### src/rtl/ratio_pkg.sv
package ratio_pkg;
  localparam int INT_W_DEF  = 5;
  localparam int FRAC_W_DEF = 11;
  localparam int BYTE_W_DEF = 8;
  localparam int ADDR_W_DEF = 4;

  typedef enum logic [2:0] {
    ACC_IDLE,
    ACC_RD_HI,
    ACC_RD_LO,
    ACC_RD_OTHER,
    ACC_WRITE
  } access_e;
endpackage

### src/rtl/ratio_addr_decode.sv
module ratio_addr_decode
  import ratio_pkg::*;
#(
  parameter int ADDR_W  = ADDR_W_DEF,
  parameter int HI_ADDR = 6,
  parameter int LO_ADDR = 7
) (
  input  logic              rd_en,
  input  logic              wr_en,
  input  logic [ADDR_W-1:0] addr,
  output access_e           kind
);
  localparam logic [ADDR_W-1:0] HI_A = ADDR_W'(HI_ADDR);
  localparam logic [ADDR_W-1:0] LO_A = ADDR_W'(LO_ADDR);

  always_comb begin
    kind = ACC_IDLE;
    if (rd_en) begin
      if (addr == HI_A)      kind = ACC_RD_HI;
      else if (addr == LO_A) kind = ACC_RD_LO;
      else                   kind = ACC_RD_OTHER;
    end else if (wr_en) begin
      kind = ACC_WRITE;
    end
  end
endmodule

### src/rtl/ratio_snapshot.sv
module ratio_snapshot
  import ratio_pkg::*;
#(
  parameter int SNAP_W = BYTE_W_DEF
) (
  input  logic              clk,
  input  logic              rst,
  input  access_e           kind,
  input  logic [SNAP_W-1:0] live_lo,
  output logic [SNAP_W-1:0] snap_lo
);
  always_ff @(posedge clk) begin
    if (rst)                    snap_lo <= '0;
    else if (kind == ACC_RD_HI) snap_lo <= live_lo;
  end

  // capture on the high-byte read
  p_capture_r3: assert property (@(posedge clk) disable iff (rst)
    kind == ACC_RD_HI |=> snap_lo == $past(live_lo));
  // any other access leaves the snapshot alone
  p_hold_r4: assert property (@(posedge clk) disable iff (rst)
    kind != ACC_RD_HI |=> $stable(snap_lo));
endmodule

### src/rtl/ratio_read_port.sv
module ratio_read_port
  import ratio_pkg::*;
#(
  parameter int BYTE_W = BYTE_W_DEF
) (
  input  logic              clk,
  input  logic              rst,
  input  access_e           kind,
  input  logic [BYTE_W-1:0] live_hi,
  input  logic [BYTE_W-1:0] snap_lo,
  output logic [BYTE_W-1:0] rd_data,
  output logic              rd_valid
);
  logic rd_hit;
  assign rd_hit = (kind == ACC_RD_HI) || (kind == ACC_RD_LO) || (kind == ACC_RD_OTHER);

  always_ff @(posedge clk) begin
    if (rst) begin
      rd_data  <= '0;
      rd_valid <= 1'b0;
    end else begin
      rd_valid <= rd_hit;
      case (kind)
        ACC_RD_HI:    rd_data <= live_hi;
        ACC_RD_LO:    rd_data <= snap_lo;
        ACC_RD_OTHER: rd_data <= '0;
        default:      rd_data <= rd_data;
      endcase
    end
  end

  // unmapped read yields zero
  p_unmapped_zero_r6: assert property (@(posedge clk) disable iff (rst)
    kind == ACC_RD_OTHER |=> rd_data == '0);
  // no read, data held
  p_idle_hold_r8: assert property (@(posedge clk) disable iff (rst)
    !rd_hit |=> $stable(rd_data));
endmodule

### src/rtl/ratio_readout.sv
module ratio_readout
  import ratio_pkg::*;
#(
  parameter int INT_W   = INT_W_DEF,
  parameter int FRAC_W  = FRAC_W_DEF,
  parameter int BYTE_W  = BYTE_W_DEF,
  parameter int ADDR_W  = ADDR_W_DEF,
  parameter int HI_ADDR = 6,
  parameter int LO_ADDR = 7
) (
  input  logic              clk,
  input  logic              rst,
  input  logic [INT_W-1:0]  live_int,
  input  logic [FRAC_W-1:0] live_frac,
  input  logic              rd_en,
  input  logic              wr_en,
  input  logic [ADDR_W-1:0] addr,
  output logic [BYTE_W-1:0] rd_data,
  output logic              rd_valid
);
  localparam int RATIO_W   = INT_W + FRAC_W;
  localparam int HI_FRAC_W = RATIO_W - BYTE_W - INT_W + (BYTE_W - (RATIO_W - BYTE_W));
  localparam int HF_W      = BYTE_W - INT_W;

  logic [RATIO_W-1:0] live_ratio;
  logic [BYTE_W-1:0]  live_hi;
  logic [BYTE_W-1:0]  live_lo;
  logic [BYTE_W-1:0]  snap_lo;
  access_e            kind;

  assign live_ratio = {live_int, live_frac};
  assign live_hi    = live_ratio[RATIO_W-1 -: BYTE_W];
  assign live_lo    = live_ratio[BYTE_W-1:0];

  ratio_addr_decode #(
    .ADDR_W(ADDR_W), .HI_ADDR(HI_ADDR), .LO_ADDR(LO_ADDR)
  ) u_dec (
    .rd_en(rd_en), .wr_en(wr_en), .addr(addr), .kind(kind)
  );

  ratio_snapshot #(.SNAP_W(BYTE_W)) u_snap (
    .clk(clk), .rst(rst), .kind(kind), .live_lo(live_lo), .snap_lo(snap_lo)
  );

  ratio_read_port #(.BYTE_W(BYTE_W)) u_port (
    .clk(clk), .rst(rst), .kind(kind), .live_hi(live_hi),
    .snap_lo(snap_lo), .rd_data(rd_data), .rd_valid(rd_valid)
  );

  // high read returns integer bits on top, upper fraction bits below
  p_hi_fresh_r2: assert property (@(posedge clk) disable iff (rst)
    rd_en && addr == ADDR_W'(HI_ADDR) |=>
      rd_data == {$past(live_int), $past(live_frac[FRAC_W-1 -: HF_W])});
  // high then low read pairs match the ratio at the high read
  p_pair_coherent_r3: assert property (@(posedge clk) disable iff (rst)
    rd_en && addr == ADDR_W'(HI_ADDR) ##1 rd_en && addr == ADDR_W'(LO_ADDR) |=>
      rd_data == $past(live_frac[BYTE_W-1:0], 2));
  // a lone write leaves the read data untouched
  p_write_ignored_r5: assert property (@(posedge clk) disable iff (rst)
    wr_en && !rd_en |=> $stable(rd_data));
  // valid follows the read strobe by one cycle
  p_valid_follows_r7: assert property (@(posedge clk) disable iff (rst)
    1'b1 |=> rd_valid == $past(rd_en));
  // out of reset the outputs are cleared
  p_reset_clear_r1: assert property (@(posedge clk)
    rst |=> rd_data == '0 && !rd_valid);

  logic unused_w;
  assign unused_w = ^HI_FRAC_W[0];
endmodule

### config.mk
export PLATFORM = sky130hd
export DESIGN_NAME = ratio_readout
export DESIGN_NICKNAME = d
export VERILOG_FILES = /design/src/rtl/ratio_pkg.sv /design/src/rtl/ratio_addr_decode.sv /design/src/rtl/ratio_snapshot.sv /design/src/rtl/ratio_read_port.sv /design/src/rtl/ratio_readout.sv
export SDC_FILE = /design/constraint.sdc
export NUM_CORES = 1
export LEC_CHECK = 0
export BUFFER_PORTS_ARGS = -buffer_cell sky130_fd_sc_hd__buf_2
export CORE_MARGIN = 2
export CORE_UTILIZATION = 45
export CTS_CLUSTER_DIAMETER = 30
export DETAILED_ROUTE_END_ITERATION = 7
export PLACE_DENSITY_LB_ADDON = 0.2
export SLEW_MARGIN = 40
export SYNTH_ARGS = -nofsm -noshare
export SYNTH_HDL_FRONTEND = slang
export SYNTH_SLANG_ARGS = --single-unit
### constraint.sdc
create_clock -name clk -period 1.2 [get_ports clk]
set_input_delay 0.3 -clock clk [delete_from_list [all_inputs] [get_ports clk]]
set_output_delay 0.3 -clock clk [all_outputs]
set_load 0.03 [all_outputs]
==> out/qor.yml <==
status: "finished clean"
required_ps: 900
drt-wirelength-per-cell_um: 12.02
clk_root_buffer_cell: "clkbuf_4"
synthToLayoutAreaGrowth_pct: 32.44
fp.dieArea_um2: 2109
setup_viol: 0
synthXorXnorAreaFrac: 0
synthFlopType: "dfxtp_1"
swShare: 0.2440
crit_type: "reg2out"
yosys_warnings: 0
share_comb_of_total_power: 0.122
crit_family: "flip-flops"
fin_worst_skew_ps: 1.465
p_switching_uw: 243.2
pwr-share-clk: 0.302
synth_edf_count: 0
vias_per_cell: 5.114
layout.nets: 140
rows: 15
p_int_uw: 753.4
hold_viol_final: 0
clockBufferDepth: 2
critPathSlowestCell: "dfxtp_1"
layout_min_cycle_time_ps: 1118
worst_setup_path_end_kind: "output port"
peakVddDrop_mv: 0.8348
syn_area_um2: 790.8
insertion_delay_ps: 290
tritoncts: "yes"
layout_commonest_cell: "buf_2"
start_kind: "flip-flop"
core-area_um2: 1689
placed_cell_area_um2: 1020
finalCritPeriodShare: 0.9316
gp_congestion: 0.7466
postCtsSetupBuffers: 0
grt_pass1_vias: 538
synth_compound_area_frac: 0.2516
synthAdderAreaFrac: 0
p_seq_frac: 0.575
ant_nets: 0
diodes: 0
portBuffers: 31
power_density_nw_per_um2: 951.6
drt_iter0_drc: 8
antenna_found_initial: 0
initial_core_util: 0.4681
dp.final_hpwl_mm: 1.228
layout.cells.non_filler: 132
synthCells: 74
vias: 675
path_cells: "buf_2"
clock.fmax_mhz: 894.6
grt_max_degree: 13
mostFrequentLayoutCells: "buf_2, dfxtp_1, buf_4"
grt_usage: 0.1692
ys_async_sr_fraction: 0
drc: 0
io_pins: 33
path_max_fanout: 2
cpPeakStageDelay_ps: 340
maxSlewHeadroom: 0.8307
ys_ff_latch: 17
yosys-mux-area-fraction: 0.02532
maxCapViolations: 0
cts_resized: 0
slew_violations: 0
die_h_um: 45.92
stdcell_area_um2: 1047
overflow: 0
clk_pin_slew_ps: 100
grt_pass1_wl_mm: 2.477
ys_seq_area_frac: 0.4304
numCtsBuffers: 3
crit_buf_inv: 1
synth_cell_type_count: 20
drt_first_pass_iters: 3
rsz0062_at_grt: "false"
dpl.cell_count: 128
syn_avg_cell_area_um2: 10.69
cts_sinks: 17
p_leak_uw: 0.0005216
synth.net_count: 98
worst_pin_slew_ps: 250.6
hold_class: "in2reg"
cts_hold_buf: 0
synth_top_family_by_area: "compound AO/OA/AOI/OAI gates"
routed_wl_mm: 1.586
fp.dieW_um: 45.92
cts-htree-levels: 1
cp.arrival_ps: 820
drive_gt1_frac: 0.4957
synth_simple_gate_area_frac: 0.2152
fin_setup_tns_ps: 0
[power by group through the flow]
stage / registers (µW) / logic (µW) / clock network (µW)
floorplan: 595 / 51.2 / 0
global placement: 586 / 121 / 0
detailed placement: 587 / 122 / 0
CTS: 574 / 122 / 317
global route: 575 / 133 / 355
finish: 574 / 122 / 301
[Yosys cell counts, types with 3 or more instances]
cell type / count / share of area
o41ai_2: 4 / 0.082
a221o_2: 5 / 0.071
nor2b_1: 7 / 0.055
and2_1: 4 / 0.032
a221o_1: 3 / 0.038
nand2b_1: 4 / 0.032
dfxtp_1: 17 / 0.43
o21ai_0: 6 / 0.038
inv_1: 7 / 0.033
[sequential cells by signal, indices dropped and copies added (netlist names)]
register	cells
u_port.rd_data	8
u_port.rd_valid	1
u_snap.snap_lo	8
[worst register-to-register path, cell delays in order (launching register included)]
cell     delay (ps)
dfxtp_1         320
nor2b_1         150
a221o_2         330
[cell type report]
type                       count  area (µm²)
fill                         160       641.9
multi-input combinational     46       389.1
sequential                    17       340.3
timing repair buffer          41       242.7
inverter                       7       26.28
clock buffer                   3       22.52
tap                           17       21.27
clock inverter                 1       5.005
[per-layer routing]
metal / GRT usage / vias up / share of wire
met1: 0.2434 / 306 / 0.47
li1: - / 352 / -
met2: 0.2306 / 15 / 0.47
met5: 0 / - / 0
met3: 0.03968 / 2 / 0.047
met4: 0.08571 / 0 / 0.013
[worst paths after layout]
kind | from | to | slack [ps] | cells after the start
min | live_int[3] | u_port.rd_data[6] | 230 | 2
min reg2reg | u_port.rd_data[1] | u_port.rd_data[1] | 490 | 1
max | u_port.rd_data[7] | rd_data[7] | 80 | 1
max reg2reg | u_snap.snap_lo[5] | u_port.rd_data[5] | 310 | 2
[metrics by stage]
step | util | setup slack [ps] | power (µW) | hold WS (ps)
after floorplan | - | 116.7 | 645.9 | 401.6
after global placement | 0.6037 | -53.47 | 706.6 | 466.2
after detailed placement | 0.6037 | -63.93 | 708.9 | 469.9
after CTS | 0.6200 | 66.90 | 1013 | 218.2
after global routing | 0.6200 | 25.25 | 1063 | 205.3
final | 0.6200 | 82.14 | 996.6 | 230.1
[cell families (layout without fill, tap and decap cells)]
logic type	Yosys count	after routing
AND/OR/NAND/NOR	24	24
multiplexers	2	2
buffers and inverters	11	52
AO/OA/AOI/OAI	20	20
flip-flops	17	17
Power figures use the tool's default switching activity.
